File: config.mk
export PLATFORM = sky130hd
export DESIGN_NAME = uart_regblk
export DESIGN_NICKNAME = d
export VERILOG_FILES = /design/src/rtl/uart_rf_pkg.sv /design/src/rtl/uart_rf_fifo.sv /design/src/rtl/uart_rf_slot.sv /design/src/rtl/uart_regblk.sv
export SDC_FILE = /design/constraint.sdc
export NUM_CORES = 1
export LEC_CHECK = 0
export BUFFER_PORTS_ARGS = -buffer_cell sky130_fd_sc_hd__buf_2
export CAP_MARGIN = 20
export CORE_MARGIN = 3
export CORE_UTILIZATION = 55
export DETAILED_ROUTE_END_ITERATION = 8
export PLACE_DENSITY = 0.83
export SYNTH_ARGS = -nofsm -noshare
export SYNTH_HDL_FRONTEND = slang
export SYNTH_SLANG_ARGS = --single-unit
File: constraint.sdc
create_clock -name clk -period 4.85 [get_ports clk]
set_input_delay 0.2425 -clock clk [delete_from_list [all_inputs] [get_ports clk]]
set_output_delay 0.2425 -clock clk [all_outputs]
set_load 0.01 [all_outputs]
File: src/rtl/uart_rf_pkg.sv
package uart_rf_pkg;

    typedef enum logic [2:0] {
        OFS_DATA = 3'd0,
        OFS_IER  = 3'd1,
        OFS_IIR  = 3'd2,
        OFS_LCR  = 3'd3,
        OFS_MCR  = 3'd4,
        OFS_LSR  = 3'd5,
        OFS_MSR  = 3'd6,
        OFS_SCR  = 3'd7
    } reg_ofs_e;

    localparam logic [7:0] LCR_RST  = 8'h03;
    localparam logic [7:0] IER_KEEP = 8'h0F;
    localparam logic [7:0] MCR_KEEP = 8'h1F;

    localparam int LCR_DLAB_BIT = 7;
    localparam int LCR_PAR_BIT  = 3;
    localparam int LCR_STOP_BIT = 2;
    localparam int LCR_LEN_BIT  = 1;

    localparam int IER_RXD_BIT  = 0;
    localparam int IER_THR_BIT  = 1;
    localparam int IER_LINE_BIT = 2;

    localparam logic [7:0] IIR_IDLE    = 8'h01;
    localparam logic [7:0] IIR_LINE    = 8'h06;
    localparam logic [7:0] IIR_RXDATA  = 8'h04;
    localparam logic [7:0] IIR_TXEMPTY = 8'h02;

    typedef struct packed {
        logic brk;
        logic frm;
        logic par;
        logic ovr;
    } line_err_t;

    // Number of bit times in one frame for the given line control value.
    function automatic logic [3:0] frame_bits(input logic [7:0] lcr);
        logic [3:0] n;
        n = 4'd5;
        if (lcr[LCR_LEN_BIT]) n = n + 4'd2;
        if (lcr[LCR_PAR_BIT]) n = n + 4'd1;
        n = n + (lcr[LCR_STOP_BIT] ? 4'd2 : 4'd1);
        return n;
    endfunction

endpackage

File: src/rtl/uart_rf_fifo.sv
module uart_rf_fifo #(
    parameter int DEPTH = 16,
    parameter int W     = 8
) (
    input  logic         clk,
    input  logic         rst,
    input  logic         push_i,
    input  logic [W-1:0] din_i,
    input  logic         pop_i,
    output logic [W-1:0] dout_o,
    output logic         empty_o,
    output logic         full_o
);

    generate
        if (DEPTH == 1) begin : g_single
            logic [W-1:0] slot_q;
            logic         full_q;

            always_ff @(posedge clk) begin
                if (push_i) slot_q <= din_i;
            end

            always_ff @(posedge clk) begin
                if (rst)               full_q <= 1'b0;
                else if (push_i)       full_q <= 1'b1;
                else if (pop_i)        full_q <= 1'b0;
            end

            assign dout_o  = slot_q;
            assign full_o  = full_q;
            assign empty_o = !full_q;
        end else begin : g_ring
            localparam int PTR_W = $clog2(DEPTH);
            localparam int CNT_W = $clog2(DEPTH + 1);

            logic [W-1:0]     mem [DEPTH];
            logic [PTR_W-1:0] head_q, tail_q;
            logic [CNT_W-1:0] cnt_q;
            logic             is_full, is_empty, adv, pop_ok;

            function automatic logic [PTR_W-1:0] nxt(input logic [PTR_W-1:0] p);
                return (p == PTR_W'(DEPTH - 1)) ? '0 : p + PTR_W'(1);
            endfunction

            assign is_full  = (cnt_q == CNT_W'(DEPTH));
            assign is_empty = (cnt_q == '0);
            assign pop_ok   = pop_i && !is_empty;
            assign adv      = push_i && (!is_full || pop_ok);

            always_ff @(posedge clk) begin
                if (push_i) mem[head_q] <= din_i;
            end

            always_ff @(posedge clk) begin
                if (rst) begin
                    head_q <= '0;
                    tail_q <= '0;
                    cnt_q  <= '0;
                end else begin
                    if (adv)    head_q <= nxt(head_q);
                    if (pop_ok) tail_q <= nxt(tail_q);
                    case ({adv, pop_ok})
                        2'b10:   cnt_q <= cnt_q + CNT_W'(1);
                        2'b01:   cnt_q <= cnt_q - CNT_W'(1);
                        default: cnt_q <= cnt_q;
                    endcase
                end
            end

            assign dout_o  = mem[tail_q];
            assign full_o  = is_full;
            assign empty_o = is_empty;
        end
    endgenerate

endmodule

File: src/rtl/uart_rf_slot.sv
module uart_rf_slot #(
    parameter int DUR_W = 20
) (
    input  logic             clk,
    input  logic             rst,
    input  logic             load_i,
    input  logic [7:0]       din_i,
    input  logic [DUR_W-1:0] dur_i,
    output logic             busy_o,
    output logic             done_o,
    output logic [7:0]       dout_o
);

    logic             busy_q;
    logic [DUR_W-1:0] cnt_q;
    logic [7:0]       data_q;

    assign done_o = busy_q && (cnt_q >= dur_i);

    always_ff @(posedge clk) begin
        if (rst) begin
            busy_q <= 1'b0;
            cnt_q  <= '0;
            data_q <= '0;
        end else if (busy_q) begin
            if (done_o) busy_q <= 1'b0;
            else        cnt_q  <= cnt_q + DUR_W'(1);
        end else if (load_i) begin
            busy_q <= 1'b1;
            cnt_q  <= '0;
            data_q <= din_i;
        end
    end

    assign busy_o = busy_q;
    assign dout_o = data_q;

endmodule

File: src/rtl/uart_regblk.sv
module uart_regblk
    import uart_rf_pkg::*;
#(
    parameter bit DEEP_FIFO = 1'b1
) (
    input  logic       clk,
    input  logic       rst,
    input  logic       bus_wr,
    input  logic       bus_rd,
    input  logic [2:0] bus_addr,
    input  logic [7:0] bus_wdata,
    output logic [7:0] bus_rdata,
    output logic       tx_valid,
    output logic [7:0] tx_byte,
    input  logic       rx_valid,
    input  logic [7:0] rx_byte
);

    localparam int DEPTH = DEEP_FIFO ? 16 : 1;
    localparam int DIV_W = 16;
    localparam int DUR_W = DIV_W + 4;

    logic [7:0]       ier_q, lcr_q, mcr_q, scr_q, dll_q, dlh_q;
    logic [DUR_W-1:0] dur_q;
    line_err_t        err_q;
    logic             thre_pend_q, tx_valid_q;
    logic [7:0]       tx_byte_q;

    logic dlab;
    logic wr_thr, wr_dll, wr_dlh, wr_ier, wr_lcr, wr_mcr, wr_scr;
    logic rd_iir, rd_lsr, rx_pop;

    logic       txq_empty, txq_full, tx_load, tx_busy, tx_done;
    logic [7:0] txq_head, tx_shift;
    logic       rxq_empty, rxq_full, rx_load, rx_busy, rx_done, rx_push, rx_overrun;
    logic [7:0] rxq_head, rx_shift;

    logic [7:0] lsr_val, iir_val;
    logic       thre, temt, dr;

    assign dlab = lcr_q[LCR_DLAB_BIT];

    // Address decode
    always_comb begin
        wr_thr = 1'b0; wr_dll = 1'b0; wr_dlh = 1'b0; wr_ier = 1'b0;
        wr_lcr = 1'b0; wr_mcr = 1'b0; wr_scr = 1'b0;
        if (bus_wr) begin
            case (reg_ofs_e'(bus_addr))
                OFS_DATA: if (dlab) wr_dll = 1'b1; else wr_thr = 1'b1;
                OFS_IER:  if (dlab) wr_dlh = 1'b1; else wr_ier = 1'b1;
                OFS_LCR:  wr_lcr = 1'b1;
                OFS_MCR:  wr_mcr = 1'b1;
                OFS_SCR:  wr_scr = 1'b1;
                default:  ;
            endcase
        end
    end

    assign rd_iir = bus_rd && (reg_ofs_e'(bus_addr) == OFS_IIR);
    assign rd_lsr = bus_rd && (reg_ofs_e'(bus_addr) == OFS_LSR);
    assign rx_pop = bus_rd && (reg_ofs_e'(bus_addr) == OFS_DATA) && !dlab && !rxq_empty;

    // Transmit path
    assign tx_load = !tx_busy && !txq_empty;

    uart_rf_fifo #(.DEPTH(DEPTH), .W(8)) u_txq (
        .clk(clk), .rst(rst),
        .push_i(wr_thr), .din_i(bus_wdata), .pop_i(tx_load),
        .dout_o(txq_head), .empty_o(txq_empty), .full_o(txq_full)
    );

    uart_rf_slot #(.DUR_W(DUR_W)) u_txslot (
        .clk(clk), .rst(rst),
        .load_i(tx_load), .din_i(txq_head), .dur_i(dur_q),
        .busy_o(tx_busy), .done_o(tx_done), .dout_o(tx_shift)
    );

    // Receive path
    assign rx_load    = rx_valid && !rx_busy;
    assign rx_push    = rx_done && (!rxq_full || rx_pop);
    assign rx_overrun = rx_done && rxq_full && !rx_pop;

    uart_rf_slot #(.DUR_W(DUR_W)) u_rxslot (
        .clk(clk), .rst(rst),
        .load_i(rx_load), .din_i(rx_byte), .dur_i(dur_q),
        .busy_o(rx_busy), .done_o(rx_done), .dout_o(rx_shift)
    );

    uart_rf_fifo #(.DEPTH(DEPTH), .W(8)) u_rxq (
        .clk(clk), .rst(rst),
        .push_i(rx_push), .din_i(rx_shift), .pop_i(rx_pop),
        .dout_o(rxq_head), .empty_o(rxq_empty), .full_o(rxq_full)
    );

    // Register state
    always_ff @(posedge clk) begin
        if (rst) begin
            ier_q       <= '0;
            lcr_q       <= LCR_RST;
            mcr_q       <= '0;
            scr_q       <= '0;
            dll_q       <= '0;
            dlh_q       <= '0;
            dur_q       <= '0;
            err_q       <= '0;
            thre_pend_q <= 1'b0;
            tx_valid_q  <= 1'b0;
            tx_byte_q   <= '0;
        end else begin
            if (wr_ier) ier_q <= bus_wdata & IER_KEEP;
            if (wr_lcr) lcr_q <= bus_wdata;
            if (wr_mcr) mcr_q <= bus_wdata & MCR_KEEP;
            if (wr_scr) scr_q <= bus_wdata;
            if (wr_dlh) dlh_q <= bus_wdata;
            if (wr_dll) begin
                dll_q <= bus_wdata;
                dur_q <= DUR_W'({dlh_q, bus_wdata}) * DUR_W'(frame_bits(lcr_q));
            end

            if (rd_lsr)     err_q     <= '0;
            if (rx_overrun) err_q.ovr <= 1'b1;

            if (wr_thr)       thre_pend_q <= 1'b0;
            else if (tx_load) thre_pend_q <= 1'b1;
            else if (rd_iir)  thre_pend_q <= 1'b0;

            tx_valid_q <= tx_done;
            if (tx_done) tx_byte_q <= tx_shift;
        end
    end

    // Status and identification
    assign thre    = txq_empty;
    assign temt    = txq_empty && !tx_busy;
    assign dr      = !rxq_empty;
    assign lsr_val = {1'b0, temt, thre, err_q.brk, err_q.frm, err_q.par, err_q.ovr, dr};

    always_comb begin
        if (ier_q[IER_LINE_BIT] && (err_q != '0))
            iir_val = IIR_LINE;
        else if (ier_q[IER_RXD_BIT] && dr)
            iir_val = IIR_RXDATA;
        else if (ier_q[IER_THR_BIT] && thre && thre_pend_q)
            iir_val = IIR_TXEMPTY;
        else
            iir_val = IIR_IDLE;
    end

    always_comb begin
        case (reg_ofs_e'(bus_addr))
            OFS_DATA: bus_rdata = dlab ? dll_q : (rxq_empty ? 8'h00 : rxq_head);
            OFS_IER:  bus_rdata = dlab ? dlh_q : ier_q;
            OFS_IIR:  bus_rdata = iir_val;
            OFS_LCR:  bus_rdata = lcr_q;
            OFS_MCR:  bus_rdata = mcr_q;
            OFS_LSR:  bus_rdata = lsr_val;
            OFS_MSR:  bus_rdata = 8'h00;
            OFS_SCR:  bus_rdata = scr_q;
            default:  bus_rdata = 8'h00;
        endcase
    end

    assign tx_valid = tx_valid_q;
    assign tx_byte  = tx_byte_q;

endmodule

==> impl_metrics.ini, run 1 <==
[placed_design]
dp_slack_ns = 0.0394
dp.cells = 2092
hpwl_mm = 31.4
routabilityCongestion = 0.844
portBuffers = 40

[hold_path]
holdPathStages = 1
hp-start = bus_wdata[2]
worstHoldPathType = input pin to register
min_to = u_txq.g_ring.mem[0][2]$_DFFE_PP_

[route]
drc = 0
wire_per_inst_um = 21.7
routed_wl_mm = 47.4
vias = 13400
drt-initial-drc-count = 1329
dr.pass1.iters = 6
ant_nets = 0
viasPerCell = 6.14

[global_routing]
grt_pass1_vias = 13400
grt_max_degree = 80
grt_use_met2 = 0.410
grt_use_met1 = 0.333
grt_first_pass_wirelength_mm = 75.2
grt_overflow = 0
grtUsageTotal = 0.247
antenna_found_initial = 4
top_usage_layer = met2
grtUsageMet3 = 0.0448

[sta]
hold_viol_final = 0
skew_ns = 0.0217
setup_slack_ns = 0.202
setup_violations = 0
worst_pin_slew_ns = 1.12
hold_slack_ns = 0.130
report.final.slew_viol_count = 0
fmax_mhz = 215
layout_worst_path_cycle_share = 0.958
slew_headroom = 0.255
period_needed_ns = 4.65

[die]
die_area_um2 = 38500
initial_core_util = 0.559
core_area_um2 = 35700
die_h_um = 196
io_pins = 41
rows = 69
die_w_um = 196

[worst_setup_path]
path_max_fanout = 4
r2r_start = lcr_q[1]$_SDFFE_PP1P_
rr_endpoint = dur_q[16]$_SDFFE_PP0P_
rr_worst_depth = 19
critical_path_class = register to register
arrival_ns = 5.09
worst_setup_path_end_kind = register
critPathLaunchType = register
required_ns = 5.29
reg2reg_slack_ns = 0.20

[power]
p_switching_w = 0.00234
peakVddDrop_mv = 0.371
power_leakage_nw = 8.08
power.total_w = 0.00876
clkPwrFrac = 0.384
intPower_w = 0.00643
pwr-share-seq = 0.457
switching_share = 0.267
p_per_area_nw_per_um2 = 394
power_frac_comb = 0.159

[layout]
mostFrequentLayoutCell = edfxtp_1
stdcell_count = 2188
most-common-layout-cells = edfxtp_1 (256), nand2_1 (194), dfxtp_1 (155)
nets = 1830
area_growth_pct = 11.6
drive_above_1_share = 0.143

[synthesis]
seq_area_frac_synth = 0.547
synth_edf_count = 256
ys.flop_type = edfxtp_1
async_flop_share = 0
synth_seq_cells = 416
syn-num-nets = 1780
syn_inst = 1638
syn_area_per_cell_um2 = 12.2
yosysUniqueCellTypes = 73
synth_area_leaders = edfxtp_1 (39%), dfxtp_1 (16%), mux4_2 (9.2%)
yosys.area.top_type = edfxtp_1
synth_top_area_share = 0.386
ys_warn_count = 0
syn_area_um2 = 19900

[clock_tree]
cts_tree = done
cts_root_buf = clkbuf_16
clock_sinks = 416
numCtsBuffers = 43
h-tree-depth = 2
clk_path_buf_depth = 3
clk_latency_ns = 0.57
clk_pin_slew_worst_paths_ns = 0.07

[flow_run]
maxCapViolations = 0

[status]
status = complete, no violations
[power by group through the flow]
| stage | Clock (W) | Combinational (W) | Sequential [W] |
|---|---|---|---|
| final | 0.00337 | 0.00140 | 0.00400 |
| after global placement | 0 | 0.00132 | 0.00407 |
| after global routing | 0.00354 | 0.00152 | 0.00402 |
| after CTS | 0.00340 | 0.00139 | 0.00400 |
| after floorplan | 0 | 0.00105 | 0.00398 |
| after detailed placement | 0 | 0.00136 | 0.00408 |
[worst max path at each step]
stage                                   endpoint  cells past startpoint  slack [ns]                  start
after floorplan           dur_q[18]$_SDFFE_PP0P_                     19        0.05  lcr_q[1]$_SDFFE_PP1P_
final                     dur_q[16]$_SDFFE_PP0P_                     19        0.20  lcr_q[1]$_SDFFE_PP1P_
after CTS                 dur_q[18]$_SDFFE_PP0P_                     18       0.002  lcr_q[1]$_SDFFE_PP1P_
after global routing      dur_q[18]$_SDFFE_PP0P_                     19      -0.003  lcr_q[1]$_SDFFE_PP1P_
after global placement    dur_q[16]$_SDFFE_PP0P_                     18        0.16  lcr_q[1]$_SDFFE_PP1P_
after detailed placement  dur_q[18]$_SDFFE_PP0P_                     17        0.04  lcr_q[2]$_SDFFE_PP0P_
[repair_timing]
item	in CTS	in global routing
resized for setup	2	11
hold endpoints to repair	8	0
hold buffers	8	0
pin swaps	1	4
setup endpoints to repair	2	4
buffers inserted	1	3
[state kept, by name, indices dropped and copies added (netlist names), 5 cells and up, named ones only]
register / count
dll_q: 8
u_rxq.g_ring.mem: 128
lcr_q: 8
u_txslot.dout_o: 8
tx_byte: 8
u_rxslot.dout_o: 8
mcr_q: 5
u_txq.g_ring.cnt_q: 5
dlh_q: 8
u_txq.g_ring.mem: 128
u_txslot.cnt_q: 20
u_rxslot.cnt_q: 20
dur_q: 20
u_rxq.g_ring.cnt_q: 5
scr_q: 8
[critical path, cell delays in order, from the launching register on]
cell and delay [ns]:
dfxtp_4 0.36, ha_4 0.25, ha_1 0.29, a21oi_2 0.13, nor2_1 0.07, xnor2_2 0.20, nor2b_1 0.10, fa_1 0.55
inv_1 0.06, fa_1 0.54, inv_1 0.04, ha_1 0.35, a21o_1 0.19, a21oi_2 0.17, o21ai_0 0.09, a31oi_1 0.26
o21a_1 0.22, o21ai_1 0.10, or4b_1 0.46, o311ai_0 0.10
[metal layers]
layer,up-vias,wire (um)
met4,0,1430
met3,132,4000
met5,-,0
met2,663,23300
li1,6051,-
met1,6595,18700
[Yosys cell counts, types with 28 or more instances]
cell type / number
nand2_1: 194
nor2_1: 125
clkbuf_1: 47
dfxtp_1: 160
o21ai_0: 34
edfxtp_1: 256
mux2i_1: 39
ha_1: 87
fa_1: 31
a21oi_1: 108
inv_1: 95
mux4_2: 81
and2_1: 52
xnor2_1: 28
[area by class of cell]
type | count | area, um^2
Sequential cell | 416 | 10900
Antenna cell | 4 | 10.0
Fill cell | 2558 | 13400
Clock buffer | 58 | 1160
Clock inverter | 22 | 283
Timing Repair Buffer | 79 | 519
Multi-Input combinational cell | 1051 | 8410
Tap cell | 461 | 577
Inverter | 97 | 364
[metrics by stage]
stage               setup TNS, ns   util  instance area, um^2
floorplan                       0      -                19900
global placement                0  0.578                20600
detailed placement              0  0.578                20600
CTS                             0  0.622                22200
global route             -0.00313  0.623                22200
finish                          0  0.623                22200
[logic make-up (layout without fill, tap and decap cells)]
group | Yosys count | in the layout | synth area share
AOI/OAI and AO/OA | 243 | 243 | 0.0765
xor gates and xnor gates | 45 | 45 | 0.0198
adders and majority gates | 118 | 118 | 0.0858
buffers and inverters | 171 | 256 | 0.0333
DFF | 416 | 416 | 0.547
muxes | 121 | 121 | 0.112
other | 0 | 4 | 0
and+or+nand+nor | 524 | 524 | 0.126
Power figures use the tool's default switching activity.
==> inputs of run 2 (changes only) <==
ABC_AREA = 1   (was unset)
==> impl_metrics.ini, run 2 <==
[status]
status = complete, no violations

[clock_tree]
numCtsBuffers = 43
ctsResizeCount = 0
clk_latency_ns = 0.57
clk_pin_slew_worst_paths_ns = 0.06
cts_root_buf = clkbuf_16
h-tree-depth = 2
clk_path_buf_depth = 3
cts_tree = done
clock_sinks = 416

[layout]
antenna_cells = 0
drive_above_1_share = 0.0754
area_growth_pct = 10.1
nets = 2428
mostFrequentLayoutCell = nor2_1
fillers = 2961
multi_input_area_um2 = 8560
most-common-layout-cells = nor2_1 (337), nand2_1 (323), edfxtp_1 (256)
register_area_um2 = 10900
largest_registers = u_rxq.g_ring.mem x128, u_txq.g_ring.mem x128

[synthesis]
synth_commonest_cells = nor2_1 (337), nand2_1 (323), edfxtp_1 (256)
seq_area_frac_synth = 0.524
yosysMostFrequentCell = nor2_1
syn_inst = 2279
syn_area_per_cell_um2 = 9.12
synth_seq_cells = 416
synth_edf_count = 256
ys.flop_type = edfxtp_1
syn-num-nets = 2421
yosysUniqueCellTypes = 53
synth_top_area_share = 0.370
async_flop_share = 0
ys_warn_count = 0
syn_area_um2 = 20800
synth_area_leaders = edfxtp_1 (37%), dfxtp_1 (15%), nor2_1 (6.1%)
yosys.area.top_type = edfxtp_1

[hold_path]
min_to = scr_q[0]$_SDFFE_PP0P_
hp-start = bus_wdata[0]
holdPathStages = 3
worstHoldPathType = input pin to register

[sta]
hold_viol_final = 0
period_needed_ns = 4.47
setup_violations = 0
slew_headroom = 0.243
fin_setup_tns_ns = 0
worst_pin_slew_ns = 1.13
layout_worst_path_cycle_share = 0.922
hold_slack_ns = 0.0223
skew_ns = 0.0287
report.final.slew_viol_count = 0
rsz0062_at_grt = false
fmax_mhz = 224

[route]
wire_per_inst_um = 18.1
dr.pass1.iters = 7
drc = 0
routed_wl_mm = 51.1
viasPerCell = 5.84
drt-initial-drc-count = 1929
vias = 16500
ant_nets = 0

[power]
power_frac_comb = 0.190
switching_share = 0.301
intPower_w = 0.00649
peakVddDrop_mv = 0.267
clkPwrFrac = 0.380
pwr-share-seq = 0.430
p_switching_w = 0.00279
p_per_area_nw_per_um2 = 406
power_leakage_nw = 8.89

[die]
initial_core_util = 0.562
die_area_um2 = 40200
core_area_um2 = 37000
rows = 70
die_h_um = 200
die_w_um = 200
io_pins = 41

[global_routing]
grt_pass1_vias = 16100
grt_overflow = 0
grtUsageTotal = 0.251
antenna_found_initial = 0
grt_first_pass_wirelength_mm = 82.5
grt_max_degree = 69

[worst_setup_path]
arrival_ns = 4.93
rr_worst_depth = 24
critPathLaunchType = register
path_max_fanout = 15
worst_setup_path_end_kind = register
reg2reg_slack_ns = 0.38
critical_path_class = register to register
required_ns = 5.31
r2r_start = lcr_q[1]$_SDFFE_PP1P_
rr_endpoint = dur_q[18]$_SDFFE_PP0P_

[placed_design]
portBuffers = 40
routabilityCongestion = 0.944
hpwl_mm = 33.6

[flow_run]
maxCapViolations = 0
==> run 2: layer usage <==
| metal | wire (um) | global-route usage | up-vias | share of wire |
|---|---|---|---|---|
| met5 | 0 | 0 | - | 0 |
| met4 | 1800 | 0.0991 | 0 | 0.035 |
| met3 | 3910 | 0.0320 | 133 | 0.077 |
| met2 | 25300 | 0.431 | 734 | 0.49 |
| met1 | 20100 | 0.326 | 7849 | 0.39 |
| li1 | - | - | 7783 | - |
==> run 2: worst max path at each step <==
stage	depth (start not counted)	startpoint	slack (ns)	endpoint
floorplan	22	lcr_q[1]$_SDFFE_PP1P_	0.54	dur_q[17]$_SDFFE_PP0P_
global placement	24	lcr_q[1]$_SDFFE_PP1P_	0.56	dur_q[18]$_SDFFE_PP0P_
detailed placement	24	lcr_q[1]$_SDFFE_PP1P_	0.43	dur_q[18]$_SDFFE_PP0P_
CTS	24	lcr_q[1]$_SDFFE_PP1P_	0.43	dur_q[18]$_SDFFE_PP0P_
global route	24	lcr_q[1]$_SDFFE_PP1P_	0.12	dur_q[18]$_SDFFE_PP0P_
finish	24	lcr_q[1]$_SDFFE_PP1P_	0.38	dur_q[18]$_SDFFE_PP0P_
==> run 2: layout make-up <==
type / count / share of cell area
repair buffers: 61 / 0.0166
multi-input cells: 1527 / 0.374
clock buffers: 58 / 0.0530
flip-flops and latches: 416 / 0.476
well taps: 504 / 0.0276
inverters: 237 / 0.0389
clock inverters: 22 / 0.0135
==> run 2: through the flow <==
step / utilization / instances / power, W / setup WS, ns / cell area, um^2
6_report: 0.619 / 2825 / 0.00928 / 0.380 / 22900
2_1_floorplan: - / 2279 / 0.00527 / 0.544 / 20800
3_5_place_dp: 0.575 / 2736 / 0.00576 / 0.429 / 21300
3_3_place_gp: 0.575 / 2736 / 0.00567 / 0.563 / 21300
5_1_grt: 0.619 / 2825 / 0.00964 / 0.116 / 22900
4_1_cts: 0.619 / 2825 / 0.00927 / 0.433 / 22900
==> run 2: critical path, stage by stage (launching register included) <==
cell and delay (ns):
dfxtp_1 0.34, ha_1 0.34, ha_1 0.29, nand2_1 0.06, inv_1 0.04, nor2_1 0.08
nor2_1 0.06, xnor2_1 0.17, buf_4 0.24, nor2_1 0.09, fa_1 0.55, inv_1 0.06
fa_1 0.53, inv_1 0.04, ha_1 0.35, nand3_1 0.11, nand3_1 0.17, nand3_1 0.12
nand2_1 0.09, nand2_1 0.09, or2_2 0.30, nand3_1 0.07, nand3_1 0.08, nand2_1 0.08
inv_1 0.04
==> run 2: repair_timing <==
item / in CTS / in global routing
endpoints found under the setup margin: 0 / 0
hold buffers: 9 / 0
setup buffers: 0 / 0
endpoints found under the hold margin: 10 / 0
==> run 2: logic make-up after synthesis <==
| logic type | after synthesis | share of synthesized area |
|---|---|---|
| XOR/XNOR | 46 | 0.0194 |
| flip-flops | 416 | 0.524 |
| AND/OR/NAND/NOR | 858 | 0.174 |
| AO/OA/AOI/OAI | 505 | 0.137 |
| adder cells (fa/ha/maj) | 118 | 0.0822 |
| buffers and inverters | 336 | 0.0640 |
==> run 2: power by group through the flow <==
stage | Clock (W) | Sequential, W | Combinational, W
floorplan | 0 | 0.00404 | 0.00123
global placement | 0 | 0.00405 | 0.00162
detailed placement | 0 | 0.00407 | 0.00170
CTS | 0.00355 | 0.00399 | 0.00173
global route | 0.00369 | 0.00400 | 0.00195
finish | 0.00352 | 0.00399 | 0.00177
